<file path="config.mk">
export PLATFORM = sky130hd
export DESIGN_NAME = ebs_seq
export DESIGN_NICKNAME = d
export VERILOG_FILES = /design/src/rtl/ebs_pkg.sv /design/src/rtl/ebs_timer.sv /design/src/rtl/ebs_burst.sv /design/src/rtl/ebs_lanes.sv /design/src/rtl/ebs_seq.sv
export SDC_FILE = /design/constraint.sdc
export NUM_CORES = 1
export LEC_CHECK = 0
export BUFFER_PORTS_ARGS = -buffer_cell sky130_fd_sc_hd__buf_2
export CAP_MARGIN = 20
export CORE_MARGIN = 2
export CORE_UTILIZATION = 55
export CTS_BUF_LIST = sky130_fd_sc_hd__clkbuf_8
export CTS_CLUSTER_SIZE = 8
export DETAILED_ROUTE_END_ITERATION = 10
export GPL_ROUTABILITY_DRIVEN = 0
export HOLD_SLACK_MARGIN = 0.08
export MAX_ROUTING_LAYER = met4
export PLACE_DENSITY_LB_ADDON = 0.05
export SYNTH_ARGS = -nofsm -noshare
export SYNTH_HDL_FRONTEND = slang
export SYNTH_SLANG_ARGS = --single-unit
export TNS_END_PERCENT = 5
</file>
<file path="constraint.sdc">
create_clock -name clk -period 6.7 [get_ports clk]
set_clock_uncertainty 0.05 [all_clocks]
set_input_delay 0.67 -clock clk [delete_from_list [all_inputs] [get_ports clk]]
set_output_delay 0.67 -clock clk [all_outputs]
set_load 0.05 [all_outputs]
</file>
<file path="src/rtl/ebs_pkg.sv">
package ebs_pkg;

   typedef enum logic [1:0] {
      K_CODE = 2'b00,
      K_DRD  = 2'b01,
      K_DWR  = 2'b10,
      K_RSV  = 2'b11
   } kind_e;

   typedef enum logic [1:0] {
      S_IDLE = 2'd0,
      S_ADDR = 2'd1,
      S_STRB = 2'd2,
      S_HOLD = 2'd3
   } phase_e;

endpackage

</file>
<file path="src/rtl/ebs_timer.sv">
module ebs_timer #(
   parameter int TW = 3
) (
   input  logic          clk,
   input  logic          rst_n,
   input  logic          load,
   input  logic [TW-1:0] load_val,
   output logic          zero
);
   logic [TW-1:0] cnt;

   always_ff @(posedge clk) begin
      if (!rst_n)           cnt <= '0;
      else if (load)        cnt <= load_val;
      else if (cnt != '0)   cnt <= cnt - 1'b1;
   end

   assign zero = (cnt == '0);
endmodule

</file>
<file path="src/rtl/ebs_burst.sv">
module ebs_burst #(
   parameter int ADDR_W = 20,
   parameter int NIB    = 4
) (
   input  logic              clk,
   input  logic              rst_n,
   input  logic              note,
   input  logic [ADDR_W-1:0] note_addr,
   input  logic              note_word,
   input  logic              drop,
   input  logic [ADDR_W-1:0] probe_addr,
   output logic              hit
);
   localparam int UPW = ADDR_W - NIB;

   logic              vld;
   logic [ADDR_W-1:0] nxt;
   logic [UPW-1:0]    blk;

   always_ff @(posedge clk) begin
      if (!rst_n) begin
         vld <= 1'b0;
         nxt <= '0;
         blk <= '0;
      end else if (note) begin
         vld <= 1'b1;
         nxt <= note_addr + (note_word ? ADDR_W'(2) : ADDR_W'(1));
         blk <= note_addr[ADDR_W-1:NIB];
      end else if (drop) begin
         vld <= 1'b0;
      end
   end

   assign hit = vld && (probe_addr == nxt) && (probe_addr[ADDR_W-1:NIB] == blk);
endmodule

</file>
<file path="src/rtl/ebs_lanes.sv">
module ebs_lanes #(
   parameter int NL = 2
) (
   input  logic          on,
   input  logic          word,
   input  logic          a0,
   output logic [NL-1:0] en
);
   for (genvar i = 0; i < NL; i++) begin : g_lane
      localparam bit LSEL = 1'(i % 2);
      assign en[i] = on && (word || (a0 == LSEL));
   end
endmodule

</file>
<file path="src/rtl/ebs_seq.sv">
module ebs_seq
   import ebs_pkg::*;
#(
   parameter int DATA_W = 16,
   parameter int ADDR_W = 20,
   parameter int TW     = 3
) (
   input  logic              clk,
   input  logic              rst_n,
   input  logic              req_valid,
   input  logic [1:0]        req_kind,
   input  logic [ADDR_W-1:0] req_addr,
   input  logic              req_word,
   input  logic [DATA_W-1:0] req_wdata,
   output logic              req_ready,
   input  logic              branch,
   input  logic              bus_off,
   input  logic [TW-1:0]     cfg_ale_w,
   input  logic [TW-1:0]     cfg_code_w,
   input  logic [TW-1:0]     cfg_rd_w,
   input  logic [TW-1:0]     cfg_wr_w,
   input  logic              cfg_wr_hold,
   output logic              ale,
   output logic              psen,
   output logic              rd,
   output logic              wrl,
   output logic              wrh,
   output logic [DATA_W-1:0] ad_out,
   output logic              ad_oe,
   input  logic [DATA_W-1:0] ad_in,
   output logic [3:0]        a_low,
   output logic              done,
   output logic [DATA_W-1:0] rdata,
   output logic              aborted
);
   localparam int NIB = 4;
   localparam int UPW = ADDR_W - NIB;
   localparam int NL  = DATA_W / 8;

   if (DATA_W != 16) begin : g_bad_dw
      $error("ebs_seq: DATA_W must be 16");
   end
   if (ADDR_W < NIB + 1 || ADDR_W > DATA_W + NIB) begin : g_bad_aw
      $error("ebs_seq: ADDR_W out of range");
   end
   if (TW < 1) begin : g_bad_tw
      $error("ebs_seq: TW must be at least 1");
   end

   phase_e            phase, phase_nx;
   kind_e             cur_kind, in_kind;
   logic [ADDR_W-1:0] cur_addr;
   logic              cur_word;
   logic [DATA_W-1:0] cur_wdata;
   logic [TW-1:0]     cur_sw;
   logic              cur_hold;
   logic              done_q, abt_q;
   logic [DATA_W-1:0] rdata_q;

   logic              is_code, is_wr, in_code;
   logic              hit, burst_go, chain_ok, accept, abort_now;
   logic              tmr_zero, tmr_load;
   logic [TW-1:0]     tmr_val, sel_sw;
   logic [NL-1:0]     lane_en;
   logic [DATA_W-1:0] up_bus;

   assign in_kind  = kind_e'(req_kind);
   assign is_code  = (cur_kind == K_CODE);
   assign is_wr    = (cur_kind == K_DWR);
   assign in_code  = is_code && (phase == S_ADDR || phase == S_STRB);
   assign abort_now = branch && in_code;

   assign burst_go = (in_kind == K_CODE) && hit && !branch;
   assign chain_ok = (phase == S_STRB) && tmr_zero && is_code && !branch &&
                     !bus_off && burst_go;
   assign req_ready = ((phase == S_IDLE) && !bus_off) || chain_ok;
   assign accept    = req_valid && req_ready;

   always_comb begin
      unique case (in_kind)
         K_CODE:  sel_sw = cfg_code_w;
         K_DWR:   sel_sw = cfg_wr_w;
         default: sel_sw = cfg_rd_w;
      endcase
   end

   always_comb begin
      phase_nx = phase;
      tmr_load = 1'b0;
      tmr_val  = cfg_ale_w;
      unique case (phase)
         S_IDLE: begin
            if (accept) begin
               tmr_load = 1'b1;
               if (burst_go) begin
                  phase_nx = S_STRB;
                  tmr_val  = sel_sw;
               end else begin
                  phase_nx = S_ADDR;
               end
            end
         end
         S_ADDR: begin
            if (abort_now) begin
               phase_nx = S_IDLE;
            end else if (tmr_zero) begin
               phase_nx = S_STRB;
               tmr_load = 1'b1;
               tmr_val  = cur_sw;
            end
         end
         S_STRB: begin
            if (abort_now) begin
               phase_nx = S_IDLE;
            end else if (tmr_zero) begin
               if (accept) begin
                  phase_nx = S_STRB;
                  tmr_load = 1'b1;
                  tmr_val  = sel_sw;
               end else if (is_wr && cur_hold) begin
                  phase_nx = S_HOLD;
               end else begin
                  phase_nx = S_IDLE;
               end
            end
         end
         default: phase_nx = S_IDLE;
      endcase
   end

   always_ff @(posedge clk) begin
      if (!rst_n) begin
         phase     <= S_IDLE;
         cur_kind  <= K_CODE;
         cur_addr  <= '0;
         cur_word  <= 1'b0;
         cur_wdata <= '0;
         cur_sw    <= '0;
         cur_hold  <= 1'b0;
         done_q    <= 1'b0;
         abt_q     <= 1'b0;
         rdata_q   <= '0;
      end else begin
         phase  <= phase_nx;
         done_q <= (phase == S_STRB) && tmr_zero && !abort_now;
         abt_q  <= abort_now;
         if ((phase == S_STRB) && tmr_zero && !abort_now)
            rdata_q <= ad_in;
         if (accept) begin
            cur_kind  <= in_kind;
            cur_addr  <= req_addr;
            cur_word  <= req_word;
            cur_wdata <= req_wdata;
            cur_sw    <= sel_sw;
            cur_hold  <= cfg_wr_hold;
         end
      end
   end

   ebs_timer #(.TW(TW)) u_tmr (
      .clk      (clk),
      .rst_n    (rst_n),
      .load     (tmr_load),
      .load_val (tmr_val),
      .zero     (tmr_zero)
   );

   ebs_burst #(.ADDR_W(ADDR_W), .NIB(NIB)) u_burst (
      .clk        (clk),
      .rst_n      (rst_n),
      .note       (accept && (in_kind == K_CODE)),
      .note_addr  (req_addr),
      .note_word  (req_word),
      .drop       (branch || (accept && (in_kind != K_CODE))),
      .probe_addr (req_addr),
      .hit        (hit)
   );

   ebs_lanes #(.NL(NL)) u_lanes (
      .on   ((phase == S_STRB) && is_wr),
      .word (cur_word),
      .a0   (cur_addr[0]),
      .en   (lane_en)
   );

   if (UPW == DATA_W) begin : g_up_full
      assign up_bus = cur_addr[ADDR_W-1:NIB];
   end else begin : g_up_pad
      assign up_bus = {{(DATA_W-UPW){1'b0}}, cur_addr[ADDR_W-1:NIB]};
   end

   assign ale     = (phase == S_ADDR);
   assign psen    = (phase == S_STRB) && is_code;
   assign rd      = (phase == S_STRB) && !is_code && !is_wr;
   assign wrl     = lane_en[0];
   assign wrh     = lane_en[NL-1];
   assign ad_oe   = ale || (is_wr && (phase == S_STRB || phase == S_HOLD));
   assign ad_out  = ale ? up_bus : cur_wdata;
   assign a_low   = cur_addr[NIB-1:0];
   assign done    = done_q;
   assign rdata   = rdata_q;
   assign aborted = abt_q;
endmodule

</file>
After elaboration in Yosys (flattened, before gate mapping) --
Cells that the tools add are included. W data, S select, Z words.
Cells by class: reduce and logical (&&, ||, !) cells 45, eq/ne operators 10, bitwise logic cells 1, multiplexer cells 30, add/subtract/negate cells 2
Operator list (number):
- $mux W3 | 9
- $logic_and A1 B1 Y1 | 24
- $add A20 B20 Y20 | 1
- $eq A20 B20 Y1 | 1
- $mux W2 | 9
- $eq A16 B16 Y1 | 1
- $mux W16 | 1
- $pmux W3 S3 | 1
- $eq A2 B2 Y1 const B | 4
- $logic_or A1 B1 Y1 | 7
- $mux W1 | 7
- $logic_not A2 Y1 | 3
- $pmux W2 S3 | 1
- $pmux W3 S2 | 1
- $reduce_bool A2 Y1 | 3
- $logic_not A1 Y1 | 5
- $logic_not A3 Y1 | 1
- $ne A3 B1 Y1 const B | 1
- $ne A3 B3 Y1 const B | 1
- $pmux W1 S3 | 1
- $reduce_and A3 Y1 | 1
- $reduce_bool A3 Y1 | 1
- $sub A3 B1 Y3 const B | 1
- $eq A2 B1 Y1 const B | 1
- 2 further kinds | 2
Word-level totals: output and inout port bits 45, bits of input ports 73, word-level logic and storage cells 102, bits in registers 103

Depth between registers and ports, before layout --
Gate-level depths: netlist (run 1).
depth after elaboration 13, gate-level depth with buffers 12, mapped depth without buffers 10

Hierarchy --
A second synthesis (run 1) with hierarchy kept.
Second synthesis, totals: cells, all modules 630, area total of the unflattened synthesis 5455.2 sq um
Modules (own cells, without submodules):
- ebs_seq | times used 1, cells each 371, sequential area each 1261.2 sq um, area each 3200.6 sq um
- ebs_burst | times used 1, cells each 234, sequential area each 740.7 sq um, area each 2030.7 sq um
- ebs_timer | times used 1, cells each 22, sequential area each 60.1 sq um, area each 205.2 sq um
- ebs_lanes | times used 1, cells each 3, sequential area each 0.0 sq um, area each 18.8 sq um

Worst setup path before layout (run 1) --
Ideal clock, no wire load.
path kind input port to output port, from input port req_addr[12], to output port req_ready, slack 3.435 ns, buffers on the path 1, required time 5.980 ns, arrival time 2.545 ns, stages on the path 9, path through clkbuf_1 > xnor2_1 > o2111ai_1 > nor4b_1 > and3_2 > nand2_1 > nor2_1 > nor2_1 > nor2_1
On the way: cells in the longest elaborated chain, start to end 7, elaborated cells on any way between the ends 8, those cells by class eq/ne: 2; reduce/logical: 6
RTL lines:
- start, declared | RTL line ebs_seq.sv:12 | input logic [ADDR_W-1:0] req_addr,
- $eq A20 B20 Y1 | RTL line ebs_burst.sv:34 | assign hit = vld && (probe_addr == nxt) && (probe_addr[ADDR_W-1:NIB] == blk);
- $logic_and A1 B1 Y1 | RTL line ebs_burst.sv:34
- $logic_and A1 B1 Y1 * | RTL line ebs_burst.sv:34
- $logic_and A1 B1 Y1 * (2 in series) | RTL line ebs_seq.sv:73 | assign burst_go = (in_kind == K_CODE) && hit && !branch;
- $logic_and A1 B1 Y1 * | RTL line ebs_seq.sv:75 | !bus_off && burst_go;
- $logic_or A1 B1 Y1 * | RTL line ebs_seq.sv:76 | assign req_ready = ((phase == S_IDLE) && !bus_off) || chain_ok;
- end, declared | RTL line ebs_seq.sv:15 | output logic req_ready,
Mark *: on every way between the ends. The rest lies on a longest branch, timed or not.

Final worst setup path (run 1) --
from register phase[0], to register u_burst.blk[4]
On the way: cells in the longest elaborated chain, start to end 9, elaborated cells on any way between the ends 11, those cells by class eq/ne: 1; reduce/logical: 10
RTL lines:
- start, declared | RTL line ebs_seq.sv:50 | phase_e phase, phase_nx;
- start signal, assigned | RTL line ebs_seq.sv:144 | phase <= phase_nx;
- $eq A2 B2 Y1 | RTL line ebs_seq.sv:74 | assign chain_ok = (phase == S_STRB) && tmr_zero && is_code && !branch &&
- $logic_and A1 B1 Y1 (4 in series) | RTL line ebs_seq.sv:74
- $logic_and A1 B1 Y1 | RTL line ebs_seq.sv:75
- $logic_or A1 B1 Y1 * | RTL line ebs_seq.sv:76
- $logic_and A1 B1 Y1 * | RTL line ebs_seq.sv:77 | assign accept = req_valid && req_ready;
- $logic_and A1 B1 Y1 * | RTL line ebs_seq.sv:171 | .note (accept && (in_kind == K_CODE)),
- end signal, assigned | RTL line ebs_burst.sv:28 | blk <= note_addr[ADDR_W-1:NIB];
- end, declared | RTL line ebs_burst.sv:18 | logic [UPW-1:0] blk;
Marks and branches as above. A chain may end at the register's enable or synchronous reset.

==> results.md, run 1 <==
* Outcome: completed
* Register area at 0.00206 mm^2
* Sequential element share of the synthesized area at 0.382
* Final non-filler cell area at 0.00611 mm^2
* Largest net degree at the start of global routing at 105
* Hold slack at 0.421 ns
* Worst Path Buf+Inv at 2
* Finish-stage setup viols at 0
* Gate count of the mapped netlist at 621
* CTS resizes at 0
* Setup_tns at 0 ns
* Final net count at 783
* Number of fill cells at 893
* Slowest stage cell, crit path: a31oi_4
* Final Power at 1.68 mW
* Max Cap Viol at 0
* GR Util All Layers at 0.235
* Clock latency on the worst-skew pair at 0.37 ns
* Post-synth EDFFs at 0
* Tmin final at 3.52 ns
* Total gr overflow at 0
* Most used cell, CP: nand2_1
* Area of the multi-input gates at 0.00305 mm^2
* DP Area at 0.00594 mm^2
* Initial Utilization at 0.560
* Synth warn at 0
* Setup CP Type: flip-flop to flip-flop
* Power Density at 275 mW/mm^2
* Final WL at 12000 um
* IO Count at 118
* DR vias at 4432
* IO Port Bufs at 117
* Fmax at 284 MHz
* Post-CTS setup buffers at 0
* Fin util at 0.634
* Core area at 0.00964 mm^2
* Slew @ Worst Pin at 1.11 ns
* First-pass GRT wire length at 19200 um
* Syn Nets at 703
* Hpwl dp at 8440 um
* CP peak stage delay at 0.64 ns
* DR DRC count at 0
* Vias/cell at 5.28
* Relative slew margins at 0.262
* Worst min-delay path class: flip-flop to flip-flop
* DIE WIDTH at about 100 um
* Worst path cell trace: inv_1 > ha_1 > and2_1 > nand2_1 > nor2_1 > a31oi_4 > buf_4 > or3_1 > nand2_1 > a21boi_1
* Clock Pin Slew Worst Setup and Hold Paths at 0.10 ns
* Leak Pwr at 2.88 nW
* Total CTS buffers at 9
* ANT cells at 0
* Synth top area cells: dfxtp_1 (38%), nand2_1 (9.0%), mux2i_1 (7.6%)
* Synth area leader: dfxtp_1
* DR pass1 iterations at 4
* Max Slew Vio Count at 0
* CTS max path bufs at 2
* Synth cell count leaders: nand2_1 (129), dfxtp_1 (103), nor2b_1 (47), mux2i_1 (41), nor2_1 (28)
* Peak supply drop at 0.187 mV
* Initial antenna violation count at 0
* Syn-to-layout area delta at 13.2%
* H-tree Lvls at 3
* Synthesized area per cell at 8.69 um^2
* Final hold vios at 0
* Die area at 0.0106 mm^2
* Unrepaired setup endpoints after global routing: no
* Mapped Area at around 0.0054 mm^2
* #FFs+latches synth at approximately 100
* Critical path's top delay family: simple AND/OR/NAND/NOR gates
* Crit path DAT at 3.77 ns
* FP Rows at 36
* Initial DRC Count at 180
* Crit start category: flip-flop
* Top-area cell type share of the netlist area at 0.382
* Synth cell types at 51
* Post-synth ARST share at 0
* Main synth FF type: dfxtp_1
* Clock root cell: clkbuf_8
* CTS Hold Bufs at 0
* Worst Path Required at 6.96 ns
* Clock sinks at about 100
* CP max FO at 39
* Layout cells sized above 1 at 0.231
* Die Height at 103 um
* Cell with the most instances after synthesis: nand2_1
* CTS tree: built
* Final Cycle Share at 0.525
* Vias in the first global route at roughly 4000
* CP Capture Type: flip-flop
* ANT nets after route at 0
* WL per Instance at 14.4 um
cells by family after synthesis:
family	after synthesis	share of synthesized area
xor gates and xnor gates	41	0.0665
buffers and inverters	64	0.0554
and+or+nand+nor	246	0.217
DFF	103	0.382
adders and majority gates	9	0.0223
muxes	62	0.120
AOI/OAI and AO/OA	96	0.137
routing by layer:
metal,vias up,track usage,share of wire
met3,9,0.0475,0.058
met2,128,0.354,0.45
met5,-,-,0
met1,2063,0.323,0.48
met4,0,0.0587,0.0081
li1,2232,-,-
worst min-delay path, delay by kind of cell, from the launching register on:
kind,cells,cell delay (ns)
AND/OR/NAND/NOR,1,0.05
flip-flops,1,0.32
AO/OA/AOI/OAI,1,0.06
state kept, by name, indices dropped and copies added (netlist names):
name	count
cur_addr	20
u_burst.nxt	20
cur_wdata	16
rdata	16
u_burst.blk	16
cur_sw	3
u_tmr.cnt	3
cur_kind	2
phase	2
aborted	1
cur_hold	1
cur_word	1
done	1
u_burst.vld	1
per-stage QoR:
step	worst slack, ns	instances
6_report	3.18	839
3_5_place_dp	2.90	823
3_3_place_gp	2.93	823
2_1_floorplan	3.43	621
4_1_cts	3.16	839
5_1_grt	2.90	839
layout by cell type (no fill, tap or decap), types with 20 or more instances in the layout:
cell and n:
nand2_1 129, buf_2 117, dfxtp_1 103, nor2b_1 47, mux2i_1 41, nor2_1 28
xnor2_1 22, mux2_2 21, a21boi_0 20, o211a_1 20
power breakdown:
group	switching, mW	internal, mW	total, mW
Clock	0.227	0.136	0.363
Sequential	0.0336	0.669	0.702
Combinational	0.392	0.223	0.615
Total	0.653	1.03	1.68
layout make-up:
type                       count  area share
timing repair buffer         120      0.0995
multi-input combinational    454       0.499
tap                          133      0.0272
clock inverter                 7     0.00819
clock buffer                   9      0.0203
inverter                      13     0.00799
sequential                   103       0.337
worst paths after layout:
path | start | endpoint | slack, ns | depth (start not counted)
max | phase[0]$_SDFFE_PN0P_ | u_burst.blk[4]$_SDFFE_PN0P_ | 3.18 | 10
min | rdata[15]$_SDFFE_PN0P_ | rdata[15]$_SDFFE_PN0P_ | 0.42 | 2
max reg2reg | phase[0]$_SDFFE_PN0P_ | u_burst.blk[4]$_SDFFE_PN0P_ | 3.18 | 10
min reg2reg | rdata[15]$_SDFFE_PN0P_ | rdata[15]$_SDFFE_PN0P_ | 0.42 | 2
No activity file was read; power rests on OpenSTA's default activity.
==> run 2: changes to the inputs <==
- ABC_AREA: unset -> 1
- clock period: 6.7 -> 3.3 ns (I/O delays scaled with it)
==> run 2 against run 1 <==
Against the previous run:
- power grew 120%
- worst hold slack lost 0.28 ns
- sequential power grew 110%
- first-iteration DRC count grew to 2.9 times the previous value
- synthesized cell count grew 43%
- sequential cell count is the same
- critical path type unchanged
- largest power group is now combinational cells
==> results.md, run 2 <==
* R2R depth at 10
* CTS resizes at 0
* Final net count at 1064
* DIE WIDTH at 106 um
* Sequential element share of the synthesized area at 0.360
* DR DRC count at 0
* Post-synth ARST share at 0
* Setup_tns at 0 ns
* DR pass1 iterations at 5
* Register area at 0.00206 mm^2
* DP Area at 0.00632 mm^2
* Initial DRC Count at 525
* Worst Hold Depth at 3
* Max Cap Viol at 0
* Cell with the most instances after synthesis: nand2_1
* GR Util All Layers at 0.298
* Synth cell count leaders: nand2_1 (204), nor2_1 (139), dfxtp_1 (103), inv_1 (101), o21ai_0 (101)
* Non-Filler Instances at ~1100
* Synth top area cells: dfxtp_1 (36%), nand2_1 (13%), nor2_1 (9.1%)
* #FFs+latches synth at roughly 100
* DR vias at 5913
* Vias/cell at 5.27
* Final Power at 3.73 mW
* Top-area cell type share of the netlist area at 0.360
* Die area at 0.0113 mm^2
* H-tree Lvls at 3
* Synth area leader: dfxtp_1
* ANT cells at 0
* Synth cell types at 38
* Initial antenna violation count at 0
* Total CTS buffers at 9
* Synthesized area per cell at 6.45 um^2
* Syn Nets at 971
* Commonest non-fill, non-tap cell in the layout: nand2_1
* Peak supply drop at 0.380 mV
* Initial Utilization at 0.560
* Clock root cell: clkbuf_8
* Final hold vios at 0
* IO Port Bufs at 117
* Most frequent cells in the layout: nand2_1 (204), nor2_1 (139), buf_2 (117), dfxtp_1 (103), inv_1 (102)
* Layout cells sized above 1 at 0.168
* Core area at 0.0102 mm^2
* Slew @ Worst Pin at around 0.85 ns
* Worst min-delay path class: input pin to flip-flop
* CTS Hold Bufs at 0
* Gate count of the mapped netlist at a little under 900
* Clock latency on the worst-skew pair at about 0.39 ns
* Post-synth EDFFs at 0
* Max Slew Vio Count at 0
* Largest net degree at the start of global routing at 54
* Tmin final at 2.93 ns
* Cells after DPL at 1107
* Power Density at about 570 mW/mm^2
* Clock sinks at 103
* Hold slack at roughly 0.14 ns
* Unrepaired setup endpoints after global routing: no
* IO Count at about 120
* Vias in the first global route at 5367
* Relative slew margins at 0.432
* Final Cycle Share at 0.887
* FP Rows at 37
* Post-CTS setup buffers at 0
* Fmax at 342 MHz
* Total gr overflow at 0
* CTS max path bufs at 2
* Final WL at 15900 um
* Hpwl dp at 11800 um
* Outcome: completed
* WL per Instance at 14.1 um
* First-pass GRT wire length at 26000 um
* Final setup margin at around 0.37 ns
* Setup CP Type: flip-flop to flip-flop
* ANT nets after route at 0
* Finish-stage setup viols at 0
* Clock Pin Slew Worst Setup and Hold Paths at ~0.1 ns
* Crit start category: flip-flop
* Worst Path Required at 3.49 ns
* Die Height at between 100 and 150 um
* CP max FO at 53
* CTS tree: built
* CP Capture Type: flip-flop
* Dpl ws at between 0.4 and 0.5 ns
* Area of the multi-input gates at 0.00302 mm^2
* Fin util at 0.635
* Final non-filler cell area at 0.00649 mm^2
* Synth warn at 0
* Mapped Area at 0.00573 mm^2
* Leak Pwr at 3.04 nW
* Number of fill cells at between 1000 and 1500
* Crit path DAT at 3.11 ns
* Top flop regs: cur_addr x20, u_burst.nxt x20
* Main synth FF type: dfxtp_1
* Syn-to-layout area delta at 13.2%
-- run 2: changes by cell type in the layout (fill, tap and decap cells not counted), sizes merged, moves of 20 or more --
| cell | before | now |
|---|---|---|
| inv | 15 | 114 |
| mux2 | 21 | 0 |
| mux2i | 41 | 0 |
| a21oi | 10 | 70 |
| a21boi | 34 | 0 |
| nand2 | 129 | 209 |
| nor2b | 47 | 0 |
| o21ai | 9 | 117 |
| o211a | 20 | 0 |
| nor2 | 28 | 144 |
-- run 2: metal layers --
metal / track usage / share of wire / routed length (um) / vias to the layer above
met4: 0.112 / 0.020 / 315 / 0
met5: - / 0 / 0 / -
met3: 0.0417 / 0.065 / 1030 / 21
met1: 0.412 / 0.46 / 7330 / 2666
met2: 0.447 / 0.45 / 7190 / 233
li1: - / - / - / 2993
-- run 2: final cells by class --
cell class                      instances  area share
Clock inverter                          5     0.00540
Sequential cell                       103       0.318
Timing Repair Buffer                  125      0.0994
Inverter                              113      0.0655
Tap cell                              136      0.0262
Multi-Input combinational cell        630       0.465
Clock buffer                           10      0.0212
-- run 2: report_power, final --
group,total [mW],switching (mW),internal [mW]
registers,1.48,0.0799,1.40
logic,1.50,1.09,0.412
clock network,0.744,0.451,0.293
-- run 2: final timing paths --
check | endpoint | slack (ns) | from
worst max-delay path | u_burst.nxt[5]$_SDFFE_PN0P_ | 0.37 | phase[1]$_SDFFE_PN0P_
worst min register to register | cur_addr[13]$_SDFFE_PN0N_ | 0.41 | cur_addr[13]$_SDFFE_PN0N_
worst max register to register | u_burst.nxt[5]$_SDFFE_PN0P_ | 0.37 | phase[1]$_SDFFE_PN0P_
worst min-delay path | rdata[7]$_SDFFE_PN0P_ | 0.14 | ad_in[7]
-- run 2: cell families after synthesis --
kind of cell | synth area share
AND/OR/NAND/NOR | 0.285
AO/OA/AOI/OAI | 0.177
buffers and inverters | 0.114
flip-flops | 0.360
XOR/XNOR | 0.0428
adder cells (fa/ha/maj) | 0.0210
-- run 2: critical path, cell delays in order, from the launching register on --
cell     delay [ns]
dfxtp_1        0.46
ha_1           0.33
inv_1          0.13
nor4_2         0.44
nand3_2        0.16
nand2_4        0.13
nand2_4        0.19
nor2_4         0.15
inv_2          0.32
o21ai_0        0.31
a21oi_1        0.07
==> run 3: changes to the inputs <==
- ABC_AREA: 1 -> 0
==> run 3 against run 2 <==
Against the previous run:
- clock power up 18%
- cell count is 25% lower
- critical path depth down 1
- global-route usage fell by 6.4 points
- via count shrank 25%
- maximum frequency up 0.66%
- final area is 4.6% lower
- worst hold slack better by 0.0090 ns
- non-clock buffer count is 3 lower
- highest routed layer unchanged
==> results.md, run 3 (synthesized netlist as in run 1, its figures left out) <==
* Outcome: completed
* IO Port Bufs at around 120
* Hpwl dp at ~8600 um
* Clock latency on the worst-skew pair at 0.38 ns
* Vias/cell at 5.29
* Crit path DAT at 2.53 ns
* CP max FO at 6
* IO Count at 118
* Sw Ratio at 0.368
* CP peak stage delay at 0.44 ns
* DR DRC count at 0
* Clock network power share at 0.247
* Vias in the first global route at 4049
* Max Cap Viol at 0
* Worst path cell trace: xnor2_1 > o2111ai_1 > nor4b_1 > and3_2 > nand2_1 > nor2_1 > nor2_1 > nor2_1 > buf_2
* DP Area at 0.00598 mm^2
* DIE WIDTH at 103 um
* Dpl ws at 0.446 ns
* Tmin final at roughly 2.9 ns
* Slew @ Worst Pin at 1.06 ns
* Fmax at about 340 MHz
* DR vias at 4448
* GR Util All Layers at 0.235
* R2R Setup Slk at 0.48 ns
* Post-CTS setup buffers at 0
* Clock root cell: clkbuf_8
* Relative slew margins at 0.297
* Int Pwr at 2.24 mW
* Final WL at 12000 um
* Core area at 0.00964 mm^2
* Final Cycle Share at 0.881
* WL per Instance at ~14 um
* Setup_tns at 0 ns
* Logic pwr share at 0.351
* Final hold vios at 0
* Crit start category: flip-flop
* Unrepaired setup endpoints after global routing: no
* Largest net degree at the start of global routing at 60
* Peak supply drop at approximately 0.25 mV
* ANT nets after route at 0
* Power Density at 574 mW/mm^2
* CTS tree: built
* Top flop regs: cur_addr x20, u_burst.nxt x20
* Die Height at 103 um
* Initial DRC Count at approximately 110
* Initial Utilization at 0.560
* Number of fill cells at around 900
* Final net count at 785
* Register area at 0.00206 mm^2
* Clock sinks at just over 100
* Setup CP Type: flip-flop to primary output
* CTS Hold Bufs at 0
* Initial antenna violation count at 0
* Syn-to-layout area delta at 14.8%
* CP Capture Type: primary output
* Total gr overflow at 0
* Sw power at around 1.3 mW
* DR pass1 iterations at 4
* Worst min-delay path class: input pin to flip-flop
* Fin util at 0.643
* Die area at approximately 0.011 mm^2
* Slowest stage cell, crit path: nor4b_1
* Clock Pin Slew Worst Setup and Hold Paths at 0.10 ns
* Worst Path Required at about 2.9 ns
* Most frequent cells in the layout: nand2_1 (129), buf_2 (117), dfxtp_1 (103), nor2b_1 (47), mux2i_1 (41)
* Total CTS buffers at 9
* Seq pwr share at 0.402
* H-tree Lvls at 3
* First-pass GRT wire length at 19000 um
* ANT cells at 0
* Max Slew Vio Count at 0
* Final setup margin at approximately 0.39 ns
* Commonest non-fill, non-tap cell in the layout: nand2_1
* CTS max path bufs at 2
* Area of the multi-input gates at 0.00305 mm^2
* CTS resizes at 0
* Final non-filler cell area at 0.00619 mm^2
* Leak Pwr at 2.92 nW
* Layout cells sized above 1 at 0.234
* FP Rows at 36
* Finish-stage setup viols at 0
* Most used cell, CP: nor2_1
==> run 3: cell count changes in the layout (fill, tap and decap cells not counted), sizes merged, moves of 17 or more <==
| cell | previous run | this run |
|---|---|---|
| mux2i | 0 | 41 |
| nor2 | 144 | 28 |
| inv | 114 | 14 |
| nand2 | 209 | 129 |
| a21oi | 70 | 10 |
| a21boi | 0 | 34 |
| o21ai | 117 | 9 |
| nand3 | 23 | 6 |
| o211a | 0 | 20 |
| mux2 | 0 | 21 |
| nor2b | 0 | 47 |
==> run 3: area by class of cell <==
cell class,instances,area share
Clock buffer,9,0.0200
Clock inverter,7,0.0154
Inverter,13,0.00788
Multi-Input combinational cell,454,0.492
Sequential cell,103,0.333
Tap cell,133,0.0269
Timing Repair Buffer,122,0.105
==> run 3: worst paths after layout <==
kind | from | endpoint | depth (start not counted)
max reg2reg | u_tmr.cnt[0]$_SDFFE_PN0P_ | u_tmr.cnt[0]$_SDFFE_PN0P_ | 9
min | ad_in[3] | rdata[3]$_SDFFE_PN0P_ | 3
min reg2reg | rdata[8]$_SDFFE_PN0P_ | rdata[8]$_SDFFE_PN0P_ | 2
max | u_burst.nxt[12]$_SDFFE_PN0P_ | req_ready | 9
==> run 3: power by group through the flow <==
stage / sequential [mW] / clock (mW) / combinational (mW)
final: 1.43 / 0.877 / 1.25
after global routing: 1.44 / 0.958 / 1.38
after CTS: 1.43 / 0.897 / 1.25
after detailed placement: 1.46 / 0 / 1.25
after global placement: 1.45 / 0 / 1.23
after floorplan: 1.49 / 0 / 0.965
==> run 3: metal layers <==
layer	GRT usage	routed length, um
met1	0.312	5710
met2	0.365	5590
met3	0.0434	605
met4	0.0698	122
met5	-	0
==> run 3: critical path: cells and delay by family, from the launching register on <==
kind	cells	cell delay (ns)
DFF	1	0.33
AOI/OAI and AO/OA	1	0.13
and+or+nand+nor	6	1.24
xor gates and xnor gates	1	0.18
buffers and inverters	1	0.27
==> run 3: per-stage QoR <==
| step | std cells | hold WS (ns) | total power [mW] |
|---|---|---|---|
| after floorplan | 621 | 0.393 | 2.45 |
| after global placement | 825 | 0.400 | 2.68 |
| after detailed placement | 825 | 0.407 | 2.70 |
| after CTS | 841 | 0.127 | 3.58 |
| after global routing | 841 | 0.134 | 3.78 |
| final | 841 | 0.145 | 3.55 |
